[src/rtl/pc_seq_pkg.sv]
package pc_seq_pkg;

    // Source chosen for the next fetch address
    typedef enum logic [2:0] {
        SRC_HOLD = 3'd0,
        SRC_INC  = 3'd1,
        SRC_JMP  = 3'd2,
        SRC_SUB  = 3'd3,
        SRC_RTN  = 3'd4,
        SRC_LOW  = 3'd5
    } nxt_src_e;

endpackage

[src/rtl/pc_seq_arb.sv]
module pc_seq_arb
    import pc_seq_pkg::*;
(
    input  logic     adv,
    input  logic     do_goto,
    input  logic     do_call,
    input  logic     do_ret,
    input  logic     do_pcl_wr,
    output nxt_src_e src,
    output logic     push,
    output logic     pop,
    output logic     redirect
);

    // Fixed priority: jump, call, return, low-byte write, advance
    always_comb begin
        src = SRC_HOLD;
        if (do_goto)        src = SRC_JMP;
        else if (do_call)   src = SRC_SUB;
        else if (do_ret)    src = SRC_RTN;
        else if (do_pcl_wr) src = SRC_LOW;
        else if (adv)       src = SRC_INC;
    end

    assign push     = (src == SRC_SUB);
    assign pop      = (src == SRC_RTN);
    assign redirect = (src == SRC_JMP) || (src == SRC_SUB) ||
                      (src == SRC_RTN) || (src == SRC_LOW);

endmodule

[src/rtl/pc_seq_stack.sv]
module pc_seq_stack #(
    parameter int DEPTH  = 2,
    parameter int ADDR_W = 10
) (
    input  logic              clk,
    input  logic              rst_n,
    input  logic              push,
    input  logic              pop,
    input  logic [ADDR_W-1:0] push_val,
    output logic [ADDR_W-1:0] top
);

    localparam int LAST = DEPTH - 1;

    logic [ADDR_W-1:0] lvl_d [DEPTH];
    logic [ADDR_W-1:0] lvl_q [DEPTH];

    // Push shifts every entry one deeper and drops the deepest one.
    // Pop shifts entries up; the deepest entry keeps its value.
    always_comb begin
        for (int i = 0; i < DEPTH; i++) lvl_d[i] = lvl_q[i];
        if (push) begin
            lvl_d[0] = push_val;
            for (int i = 1; i < DEPTH; i++) lvl_d[i] = lvl_q[i-1];
        end else if (pop) begin
            for (int i = 0; i < LAST; i++) lvl_d[i] = lvl_q[i+1];
        end
    end

    for (genvar g = 0; g < DEPTH; g++) begin : g_lvl
        always_ff @(posedge clk or negedge rst_n) begin
            if (!rst_n) lvl_q[g] <= '0;
            else        lvl_q[g] <= lvl_d[g];
        end
    end

    assign top = lvl_q[0];

endmodule

[src/rtl/pc_seq_target.sv]
module pc_seq_target
    import pc_seq_pkg::*;
#(
    parameter int ADDR_W = 10,
    parameter int LIT_W  = 8
) (
    input  nxt_src_e          src,
    input  logic [ADDR_W-1:0] cur,
    input  logic [ADDR_W-2:0] op_field,
    input  logic              page_sel,
    input  logic [LIT_W-1:0]  dbus,
    input  logic [ADDR_W-1:0] ret_addr,
    output logic [ADDR_W-1:0] nxt
);

    // Bits between the literal and the page bit are forced to zero
    localparam int FILL_W = ADDR_W - 1 - LIT_W;

    always_comb begin
        unique case (src)
            SRC_INC: nxt = cur + 1'b1;
            SRC_JMP: nxt = {page_sel, op_field};
            SRC_SUB: nxt = {page_sel, {FILL_W{1'b0}}, op_field[LIT_W-1:0]};
            SRC_RTN: nxt = ret_addr;
            SRC_LOW: nxt = {page_sel, {FILL_W{1'b0}}, dbus};
            default: nxt = cur;
        endcase
    end

endmodule

[src/rtl/pc_seq.sv]
module pc_seq
    import pc_seq_pkg::*;
#(
    parameter int ADDR_W    = 10,
    parameter int LIT_W     = 8,
    parameter int STK_DEPTH = 2
) (
    input  logic              clk,
    input  logic              rst_n,
    input  logic              adv,
    input  logic              do_goto,
    input  logic              do_call,
    input  logic              do_ret,
    input  logic              do_pcl_wr,
    input  logic [ADDR_W-2:0] op_field,
    input  logic              page_sel,
    input  logic [LIT_W-1:0]  dbus,
    output logic [ADDR_W-1:0] fetch_addr,
    output logic              flush,
    output logic [LIT_W-1:0]  w_lit,
    output logic              w_lit_vld
);

    localparam logic [ADDR_W-1:0] RST_ADDR = '1;

    typedef struct packed {
        logic [ADDR_W-1:0] pc;
        logic              flush;
        logic [LIT_W-1:0]  lit;
        logic              lit_vld;
    } seq_state_t;

    seq_state_t        st_d, st_q;
    nxt_src_e          src;
    logic              push, pop, redirect;
    logic [ADDR_W-1:0] ret_addr, nxt_pc;

    pc_seq_arb u_arb (
        .adv       (adv),
        .do_goto   (do_goto),
        .do_call   (do_call),
        .do_ret    (do_ret),
        .do_pcl_wr (do_pcl_wr),
        .src       (src),
        .push      (push),
        .pop       (pop),
        .redirect  (redirect)
    );

    pc_seq_stack #(.DEPTH(STK_DEPTH), .ADDR_W(ADDR_W)) u_stack (
        .clk      (clk),
        .rst_n    (rst_n),
        .push     (push),
        .pop      (pop),
        .push_val (st_q.pc + 1'b1),
        .top      (ret_addr)
    );

    pc_seq_target #(.ADDR_W(ADDR_W), .LIT_W(LIT_W)) u_target (
        .src      (src),
        .cur      (st_q.pc),
        .op_field (op_field),
        .page_sel (page_sel),
        .dbus     (dbus),
        .ret_addr (ret_addr),
        .nxt      (nxt_pc)
    );

    always_comb begin
        st_d         = st_q;
        st_d.pc      = nxt_pc;
        st_d.flush   = redirect;
        st_d.lit_vld = pop;
        if (pop) st_d.lit = op_field[LIT_W-1:0];
    end

    always_ff @(posedge clk or negedge rst_n) begin
        if (!rst_n) begin
            st_q.pc      <= RST_ADDR;
            st_q.flush   <= 1'b0;
            st_q.lit     <= '0;
            st_q.lit_vld <= 1'b0;
        end else begin
            st_q <= st_d;
        end
    end

    assign fetch_addr = st_q.pc;
    assign flush      = st_q.flush;
    assign w_lit      = st_q.lit;
    assign w_lit_vld  = st_q.lit_vld;

endmodule

[config.mk]
export PLATFORM = sky130hd
export DESIGN_NAME = pc_seq
export DESIGN_NICKNAME = d
export VERILOG_FILES = /design/src/rtl/pc_seq_pkg.sv /design/src/rtl/pc_seq_arb.sv /design/src/rtl/pc_seq_stack.sv /design/src/rtl/pc_seq_target.sv /design/src/rtl/pc_seq.sv
export SDC_FILE = /design/constraint.sdc
export NUM_CORES = 1
export LEC_CHECK = 0
export CAP_MARGIN = 15
export CORE_MARGIN = 10
export CORE_UTILIZATION = 54
export CTS_CLUSTER_SIZE = 10
export DETAILED_ROUTE_END_ITERATION = 6
export PLACE_DENSITY = 0.85
export RECOVER_POWER = 50
export SLEW_MARGIN = 20
export SYNTH_ARGS = -nofsm -noshare
export SYNTH_HDL_FRONTEND = slang
export SYNTH_SLANG_ARGS = --single-unit
[constraint.sdc]
create_clock -name clk -period 2.6 [get_ports clk]
set_input_delay 0.52 -clock clk [delete_from_list [all_inputs] [get_ports clk]]
set_output_delay 0.52 -clock clk [all_outputs]
set_load 0.02 [all_outputs]
Word level (Yosys, flattened, before mapping):

Cells that the tools add are included.
W data, S select, Z words.

* bits in registers: 40
* input bits: 25
* logic and storage cells: 25

* add/sub/neg operators: 1
* eq/ne operators: 5
* mux-type cells: 8
* reductions and logical operators: 5

Operator list (count)
* $pmux W10 S5: 1
* $mux W10: 2
* $mux W3: 4
* $add A10 B1 Y10 const B: 1
* $eq A3 B2 Y1 const B: 2
* $eq A3 B3 Y1 const B: 2
* $reduce_bool A5 Y1: 1
* $eq A3 B1 Y1 const B: 1
* $logic_or A1 B1 Y1: 3
* $reduce_bool A2 Y1: 1
* $mux W1: 1

Longest topological paths before layout:

Gate-level depths: netlist (run 1).

* word-level depth: 9
* depth in mapped cells: 6
* depth with buffers taken out: 5

By module:

Synthesis (run 1) repeated with hierarchy kept, for this count alone.

* cell total of the unflattened synthesis: 223
* area, all modules: 2394.8 um2

Modules (own cells, without submodules)
* pc_seq_stack: instances 1, cells each 74, area each 945.9 um2
* pc_seq: instances 1, cells each 53, area each 772.0 um2
* pc_seq_target: instances 1, cells each 86, area each 619.3 um2
* pc_seq_arb: instances 1, cells each 10, area each 57.6 um2

Worst setup path before layout (run 1):

OpenSTA, ideal clock, no wires.

* path type: input-to-reg
* from: input do_pcl_wr
* to: register st_q, in the netlist fetch_addr[3]
* library setup time: 0.060 ns
* data arrival time: 1.568 ns
* setup slack: 0.972 ns
* stages: 4
* buffers on the path: 1
* cells stage by stage: or4_4 -> buf_6 -> o32ai_2 -> o21a_1

* longest elaborated chain between the ends: 6
* elaborated cells on any way between the ends: 11
* those cells by class: eq/ne: 5; mux: 5; reduce/logical: 1

RTL lines
* from (decl): line pc_seq.sv:14 `input logic do_pcl_wr,`
* $mux W3 *: line pc_seq_arb.sv:21 `else if (do_pcl_wr) src = SRC_LOW;`
* $mux W3 *: line pc_seq_arb.sv:20 `else if (do_ret) src = SRC_RTN;`
* $mux W3 *: line pc_seq_arb.sv:19 `else if (do_call) src = SRC_SUB;`
* $mux W3 *: line pc_seq_arb.sv:18 `if (do_goto) src = SRC_JMP;`
* $eq A3 B3 Y1, or another cell as far along: line pc_seq_target.sv:20 `unique case (src)`
* $pmux W10 S5 or $reduce_bool A5 Y1 (tied branches)
* to (signal assigned): line pc_seq.sv:84 `st_q <= st_d;`
* to (decl): line pc_seq.sv:33 `seq_state_t st_d, st_q;`

Mark *: on every way between the ends. The rest lies on a longest branch, timed or not.
A chain may end at the register's enable or synchronous reset.

Final worst setup path (run 1):

* from: input do_goto
* to: register st_q, in the netlist fetch_addr[2]

* longest elaborated chain between the ends: 3
* elaborated cells on any way between the ends: 8
* those cells by class: eq/ne: 5; mux: 2; reduce/logical: 1

RTL lines
* from (decl): line pc_seq.sv:11 `input logic do_goto,`
* $mux W3 *: line pc_seq_arb.sv:18
* $eq A3 B3 Y1, or another cell as far along: line pc_seq_target.sv:20
* $pmux W10 S5 or $reduce_bool A5 Y1 (tied branches)

Marked as above.

==> results.rst, run 1 <==
.. list-table::
   :header-rows: 1

   * - Metric
     - Value
   * - Worst-case clock skew
     - 0.00788 ns
   * - Cts bufs inserted
     - 5
   * - Antenna Cells
     - 0
   * - Violated checks
     - max-capacitance violations, max-slew violations
   * - Startpoint type of the worst setup path
     - primary input
   * - Max cap viols
     - 1
   * - Level count of the clock H-tree
     - 2
   * - Smallest hold slack
     - 0.476 ns
   * - Register clock-pin slew on the reported worst setup and hold paths
     - 0.08 ns
   * - Number of buffers on the longest clock path
     - 2
   * - Final critical-path share of the clock period
     - 0.818
   * - Maximum net fanout on the critical path
     - 12
   * - HPWL reported at the end of detailed placement
     - 3540 um
   * - Power per unit of standard cell area
     - 707 nW/um^2
   * - First-pass GRT wire length
     - 8160 um
   * - Leak Pwr
     - 0.00110 uW
   * - Remaining global-route overflow
     - 0
   * - Latest clock arrival within the worst-skew pair
     - 0.30 ns
   * - Post-synth net total
     - 223
   * - Final hold violation count
     - 0
   * - Sum of negative setup slack
     - 0 ns
   * - Worst supply voltage drop on vdd
     - 0.000426 V
   * - Initial antenna violation count
     - 0
   * - TritonCTS clock tree
     - yes
   * - Overall routing resource usage
     - 0.159
   * - Arrival time at the worst endpoint
     - 2.35 ns
   * - Initial Util
     - 0.551
   * - First drt pass iteration count
     - 4
   * - Number of placed cells counting well taps
     - 283
   * - Initial DRC Count
     - 123
   * - Post-synthesis cell area
     - 2000 sq um
   * - Top cells by area in the synthesized netlist
     - sky130_fd_sc_hd__dfrtp_1 (38%), sky130_fd_sc_hd__dfstp_2 (13%), sky130_fd_sc_hd__nand2_1 (6.8%)
   * - Combinational share of power
     - 0.231
   * - Vias after detailed routing
     - 1626
   * - Chip Width
     - 80.9 um
   * - Vias in the first global route
     - 1616
   * - Design internal power
     - 1330 uW
   * - Worst Setup End Kind
     - flip-flop
   * - Class of the tightest hold or removal check
     - reg2reg
   * - Slew Limit Headroom
     - -0.337
   * - Sequential cell area fraction in the yosys report
     - 0.506
   * - CP max stage cell
     - sky130_fd_sc_hd__or4_1
   * - Maximum single-stage delay on the critical path
     - 0.64 ns
   * - Number of distinct library cells after synthesis
     - 35
   * - Count of mapped cells out of synthesis
     - 197
   * - Final Max Slew Viols
     - 40
   * - Post-CTS Hold Buffers
     - 0
   * - Row Count
     - 22
   * - Avg Inst Size Synth
     - 10.2 sq um
   * - Slew at the pin closest to its max-slew limit
     - 2.01 ns
   * - Worst setup path class
     - in2reg
   * - Family of cells with the greatest summed delay on the critical path
     - simple AND/OR/NAND/NOR gates
   * - Most used flip-flop cell after synthesis
     - sky130_fd_sc_hd__dfrtp_1
   * - Fraction of power spent switching nets
     - 0.277
   * - Number of non-filler instances in the completed layout
     - 291
   * - Buffers plus inverters on the worst setup path
     - 1
   * - Total core area
     - 3630 sq um
   * - Post-synth ARST share
     - 1.00
   * - Routed wirelength normalized by instance count
     - 16.7 um
   * - Number of setup violations in the final report
     - 0
   * - Number of warning messages in the yosys log
     - 0
   * - Sequential power share
     - 0.469
   * - Fmax achieved
     - 470 MHz
   * - Root buffer selected by CTS
     - sky130_fd_sc_hd__clkbuf_8
   * - Run status
     - finished with violations
   * - Overall routed net length
     - 4850 um
   * - Commonest non-fill, non-tap cell in the layout
     - sky130_fd_sc_hd__clkdlybuf4s50_1
   * - Cell breakdown of the critical path
     - dlygate4sd3_1 -> or4_1 -> or2_2 -> a21oi_1 -> o22ai_1
   * - Layout area overhead
     - 29.8%
   * - I/O pin count
     - 45
   * - Number of nets with antenna violations after detailed routing
     - 0
   * - Final estimated routing congestion in global placement
     - 0.877
   * - Fraction of final layout cells sized beyond drive strength 1
     - 0.156
   * - PortBufs
     - 44
   * - Filler Cells Inserted
     - 298
   * - Required arrival time at the worst endpoint
     - 2.82 ns
   * - Resize count post-CTS
     - 0
   * - Post-layout min period
     - 2.13 ns
   * - Unrepaired setup endpoints after global routing
     - no
   * - Number of register bits inferred by synthesis
     - 40
   * - Clock network fraction of design power
     - 0.299
   * - Number of sinks on the clock net
     - 40
   * - Postcts setup bufs
     - 0
   * - Via density
     - 5.59
   * - Largest net degree at the start of global routing
     - 40
   * - Biggest area consumer among synthesized cells
     - sky130_fd_sc_hd__dfrtp_1
   * - Number of remaining DRC errors
     - 0
   * - Number of enable-type register cells in the synthesized netlist
     - 0
   * - Setup slack on the worst flop-to-flop path
     - 0.96 ns
   * - Final #Nets
     - 268
   * - Reported net switching power
     - 508 uW
   * - Floorplan die height
     - 80.9 um
   * - Top library cells by usage in the layout, fill and taps aside
     - sky130_fd_sc_hd__clkdlybuf4s50_1 (42), sky130_fd_sc_hd__nand2_1 (36), sky130_fd_sc_hd__dfrtp_1 (30), sky130_fd_sc_hd__nor2_1 (18), sky130_fd_sc_hd__xnor2_1 (13)
   * - Die ar.
     - 6540 sq um
   * - Area share of the largest cell type after synthesis
     - 0.375
==> through the flow <==
step                 util  instance area (sq um)  worst slack (ns)  power, uW
CTS                 0.717                   2610             0.488       1860
detailed placement  0.683                   2480             0.378       1310
global route        0.715                   2600             0.314       1940
finish              0.715                   2600             0.473       1840
global placement    0.683                   2480             0.394       1290
floorplan               -                   2000             0.972       1110
==> routing by layer <==
| layer | up-vias | routed length, um | GRT usage |
|---|---|---|---|
| met1 | 788 | 2010 | 0.202 |
| met5 | - | 0 | 0 |
| met4 | 0 | 71 | 0.0502 |
| li1 | 773 | - | - |
| met2 | 55 | 2430 | 0.248 |
| met3 | 10 | 338 | 0.0552 |
==> final cells by class <==
cell class,instances,area [sq um],share of cell area
Timing Repair Buffer,49,472,0.182
Inverter,4,15.0,0.00578
Clock buffer,7,96.3,0.0371
Tap cell,48,60.1,0.0231
Sequential cell,40,1010,0.390
Multi-Input combinational cell,142,912,0.351
Clock inverter,1,30.0,0.0116
==> cell usage after synthesis, types with 2 or more instances <==
| cell type | instances |
|---|---|
| sky130_fd_sc_hd__nand2_1 | 36 |
| sky130_fd_sc_hd__dfrtp_1 | 30 |
| sky130_fd_sc_hd__nor2_1 | 17 |
| sky130_fd_sc_hd__xnor2_1 | 13 |
| sky130_fd_sc_hd__mux2i_1 | 12 |
| sky130_fd_sc_hd__mux2_2 | 11 |
| sky130_fd_sc_hd__dfstp_2 | 10 |
| sky130_fd_sc_hd__o22ai_1 | 7 |
| sky130_fd_sc_hd__a221oi_1 | 6 |
| sky130_fd_sc_hd__a21oi_1 | 5 |
| sky130_fd_sc_hd__a31oi_1 | 5 |
| sky130_fd_sc_hd__buf_2 | 5 |
| sky130_fd_sc_hd__clkbuf_1 | 4 |
| sky130_fd_sc_hd__nand3_1 | 4 |
| sky130_fd_sc_hd__nor3_1 | 4 |
| sky130_fd_sc_hd__inv_1 | 3 |
| sky130_fd_sc_hd__nand4_1 | 3 |
| sky130_fd_sc_hd__a22oi_1 | 2 |
| sky130_fd_sc_hd__o21ai_0 | 2 |
| sky130_fd_sc_hd__or2_2 | 2 |
| sky130_fd_sc_hd__xor2_1 | 2 |
==> final timing paths <==
| path | start | endpoint | cells past startpoint |
|---|---|---|---|
| worst max-delay path | do_goto | fetch_addr[2]$_DFFE_PN1P_ | 5 |
| worst min-delay path | w_lit[4]$_DFFE_PN0N_ | w_lit[4]$_DFFE_PN0N_ | 2 |
| worst max register to register | fetch_addr[0]$_DFFE_PN1P_ | fetch_addr[8]$_DFFE_PN1P_ | 5 |
| worst min register to register | w_lit[4]$_DFFE_PN0N_ | w_lit[4]$_DFFE_PN0N_ | 2 |
| max in group asynchronous | rst_n | u_stack.top[8]$_DFFE_PN0P_ | 1 |
| min in group asynchronous | rst_n | w_lit[4]$_DFFE_PN0N_ | 1 |
==> registers in the layout (all words and copies together), names as in the netlist <==
signal         flops
w_lit_vld          1
u_stack.top       10
u_stack.lvl_q     10
flush              1
fetch_addr        10
w_lit              8
==> worst min-delay path: stages (launching register included) <==
cell	delay [ns]
sky130_fd_sc_hd__dfrtp_1	0.35
sky130_fd_sc_hd__nand2_1	0.05
sky130_fd_sc_hd__nand2_1	0.05
==> power groups by stage <==
| stage | Sequential, uW | Combinational [uW] | Clock (uW) |
|---|---|---|---|
| CTS | 862 | 434 | 562 |
| global route | 878 | 472 | 588 |
| floorplan | 890 | 219 | 0 |
| global placement | 867 | 419 | 0 |
| finish | 863 | 425 | 550 |
| detailed placement | 874 | 432 | 0 |
==> cell families after synthesis <==
group / count (synthesis) / share of synthesized area
xor+xnor: 15 / 0.0656
flops: 40 / 0.506
mux: 23 / 0.122
simple gates: 72 / 0.157
compound gates: 31 / 0.108
buf+inv: 15 / 0.0350
fa+ha+maj: 1 / 0.00625
Note: power is estimated with default switching activity, not from simulation.
==> inputs of run 2 (changes only) <==
Settings changed: CORE_UTILIZATION 54 to 50, PLACE_DENSITY 0.85 to 0.79.
Clock period 2.6 ns to 2.1 ns, I/O delays scaled along.
==> results.rst, run 2 (same netlist as run 1, synthesis figures left out) <==
.. list-table::
   :header-rows: 1

   * - Metric
     - Value
   * - Maximum single-stage delay on the critical path
     - 0.66 ns (+0.02 ns)
   * - Final design instance area without fill
     - 2620 sq um (+0.87%)
   * - Power per unit of standard cell area
     - 853 nW/um^2 (+21%)
   * - Final Max Slew Viols
     - 0 (-100%)
   * - Total core area
     - 3770 sq um (+3.8%)
   * - Root buffer selected by CTS
     - sky130_fd_sc_hd__clkbuf_8
   * - Worst-case clock skew
     - 0.00867 ns (+0.000792 ns)
   * - Detailed route wirelength on metal2
     - 2520 um (+3.8%)
   * - Row Count
     - 22 (unchanged)
   * - Combinational share of power
     - 0.239 (+0.008)
   * - Final estimated routing congestion in global placement
     - 0.846 (-3.5%)
   * - Level count of the clock H-tree
     - 2 (unchanged)
   * - Initial DRC Count
     - 93 (-24%)
   * - Design internal power
     - 1580 uW (+19%)
   * - Number of sinks on the clock net
     - 40 (unchanged)
   * - Die ar.
     - 6930 sq um (+6.0%)
   * - Fmax achieved
     - 497 MHz
   * - Post-Route Utilization
     - 0.695 (-0.0201)
   * - Overall routing resource usage
     - 0.149 (-0.00999)
   * - Final critical-path share of the clock period
     - 0.958
   * - Commonest non-fill, non-tap cell in the layout
     - sky130_fd_sc_hd__clkdlybuf4s50_1
   * - Slew Limit Headroom
     - 0.334 (+0.671)
   * - Top library cells by usage in the layout, fill and taps aside
     - sky130_fd_sc_hd__clkdlybuf4s50_1 (43), sky130_fd_sc_hd__nand2_1 (37), sky130_fd_sc_hd__dfrtp_1 (30), sky130_fd_sc_hd__nor2_1 (17), sky130_fd_sc_hd__xnor2_1 (13)
   * - Met3 wire len
     - 347 um (+2.7%)
   * - Unrepaired setup endpoints after global routing
     - no
   * - Cell breakdown of the critical path
     - clkdlybuf4s50_1
   * - Final hold violation count
     - 0 (unchanged)
   * - Leak Pwr
     - 0.00111 uW (+0.89%)
   * - Run status
     - finished, final reports clean
   * - Cts bufs inserted
     - 5 (unchanged)
   * - Worst supply voltage drop on vdd
     - 0.000602 V (+41%)
   * - Worst Setup End Kind
     - primary output
   * - Required arrival time at the worst endpoint
     - 1.68 ns (-1.14 ns)
   * - Sequential power share
     - 0.478 (+0.009)
   * - Largest net degree at the start of global routing
     - 41 (+2.5%)
   * - Maximum net fanout on the critical path
     - 10 (-2)
   * - Uppermost layer routed
     - met4
   * - TritonCTS clock tree
     - yes
   * - Sum of negative setup slack
     - 0 ns (unchanged)
   * - Clock network fraction of design power
     - 0.283 (-0.016)
   * - Resize count post-CTS
     - 0 (unchanged)
   * - Floorplan die height
     - 83.3 um (+3.0%)
   * - Slew at the pin closest to its max-slew limit
     - 0.999 ns (-1.01 ns)
   * - PortBufs
     - 44 (unchanged)
   * - Worst setup path class
     - reg2out
   * - Chip Width
     - 83.3 um (+3.0%)
   * - Buffers plus inverters on the worst setup path
     - 1 (unchanged)
   * - Post-layout min period
     - 2.01 ns
   * - Initial Util
     - 0.531 (-0.0201)
   * - Layout area overhead
     - 30.9%
   * - Family of cells with the greatest summed delay on the critical path
     - buffers and inverters
   * - Routed wirelength normalized by instance count
     - 17.3 um (+4.1%)
   * - Number of buffers on the longest clock path
     - 2 (unchanged)
   * - DRT met1 WL
     - 2210 um (+10%)
   * - First drt pass iteration count
     - 4 (unchanged)
   * - Number of setup violations in the final report
     - 0 (unchanged)
   * - Remaining global-route overflow
     - 0 (unchanged)
   * - Number of placed cells counting well taps
     - 287 (+1.4%)
   * - Postcts setup bufs
     - 0 (unchanged)
   * - Register clock-pin slew on the reported worst setup and hold paths
     - 0.08 ns (about the same)
   * - Reported net switching power
     - 653 uW (+28%)
   * - Max cap viols
     - 0 (-1)
   * - Final #Nets
     - 272 (+1.5%)
   * - Vias after detailed routing
     - 1635 (+0.55%)
   * - Class of the tightest hold or removal check
     - in2async
   * - Initial antenna violation count
     - 0 (unchanged)
   * - Fraction of final layout cells sized beyond drive strength 1
     - 0.174 (+0.0177)
   * - Post-CTS Hold Buffers
     - 0 (unchanged)
   * - Setup slack on the worst flop-to-flop path
     - 0.29 ns (-0.67 ns)
   * - Vias in the first global route
     - 1734 (+7.3%)
   * - Startpoint type of the worst setup path
     - flip-flop
   * - Antenna Cells
     - 0 (unchanged)
   * - Latest clock arrival within the worst-skew pair
     - 0.30 ns (about the same)
   * - HPWL reported at the end of detailed placement
     - 3880 um (+9.4%)
   * - First-pass GRT wire length
     - 8580 um (+5.2%)
   * - Area after DPL
     - 2520 sq um (+1.7%)
   * - Number of remaining DRC errors
     - 0 (unchanged)
   * - I/O pin count
     - 45 (unchanged)
   * - Fraction of power spent switching nets
     - 0.292 (+0.0155)
   * - Overall routed net length
     - 5110 um (+5.5%)
   * - Arrival time at the worst endpoint
     - 1.59 ns (-0.76 ns)
   * - CP max stage cell
     - sky130_fd_sc_hd__clkdlybuf4s50_1
   * - Number of nets with antenna violations after detailed routing
     - 0 (unchanged)
   * - Number of non-filler instances in the completed layout
     - 295 (+1.4%)
   * - Via density
     - 5.54 (-0.81%)
[run 2: changes by cell type in the layout (fill, tap and decap cells not counted), sizes merged]
cell and delta:
buf +4, clkinv +1, clkdlybuf4s50 +1, clkbuf -2, clkinvlp +1, dlygate4sd3 -1
[run 2: layout make-up]
class | instances | area [sq um]
Clock buffer | 5 | 68.8
Timing Repair Buffer | 53 | 509
Fill cell | 306 | 1150
Multi-Input combinational cell | 142 | 912
Sequential cell | 40 | 1010
Tap cell | 48 | 60.1
Clock inverter | 3 | 42.5
Inverter | 4 | 15.0
[run 2: through the flow]
stage	setup WS (ns)	power (uW)	hold WS, ns
6_report	0.0874	2240	0.360
5_1_grt	0.0375	2350	0.420
4_1_cts	0.0728	2260	0.174
3_5_place_dp	0.0422	1630	0.462
3_3_place_gp	0.0683	1610	0.458
2_1_floorplan	0.563	1370	0.124
[run 2: path summary, 6_finish.rpt]
check,from,endpoint,cells past startpoint
max in group asynchronous,rst_n,w_lit[1]$_DFFE_PN0N_,2
hold / removal,rst_n,w_lit[6]$_DFFE_PN0N_,2
min in group clk,w_lit[2]$_DFFE_PN0N_,w_lit[2]$_DFFE_PN0N_,2
setup / recovery,fetch_addr[2]$_DFFE_PN1P_,fetch_addr[2],1
setup reg to reg,fetch_addr[0]$_DFFE_PN1P_,u_stack.top[8]$_DFFE_PN0P_,5
hold reg to reg,w_lit[2]$_DFFE_PN0N_,w_lit[2]$_DFFE_PN0N_,2
[run 2: routing by layer]
metal,global-route usage,up-vias
met1,0.179,798
met5,0,-
met3,0.0537,5
li1,-,784
met4,0.0323,0
met2,0.247,48
[run 2: power groups by stage]
stage | combinational [uW] | sequential, uW | clock [uW]
after floorplan | 271 | 1100 | 0
after global placement | 526 | 1080 | 0
after detailed placement | 542 | 1090 | 0
after CTS | 545 | 1070 | 644
after global routing | 583 | 1100 | 668
final | 535 | 1070 | 632
[run 2: worst reg2reg max path, cell delays in order (launching register included)]
cell and delay, ns:
sky130_fd_sc_hd__dfstp_2 0.61, sky130_fd_sc_hd__ha_1 0.32, sky130_fd_sc_hd__nand2_1 0.13, sky130_fd_sc_hd__nor3_1 0.30, sky130_fd_sc_hd__xnor2_1 0.21, sky130_fd_sc_hd__mux2i_1 0.11
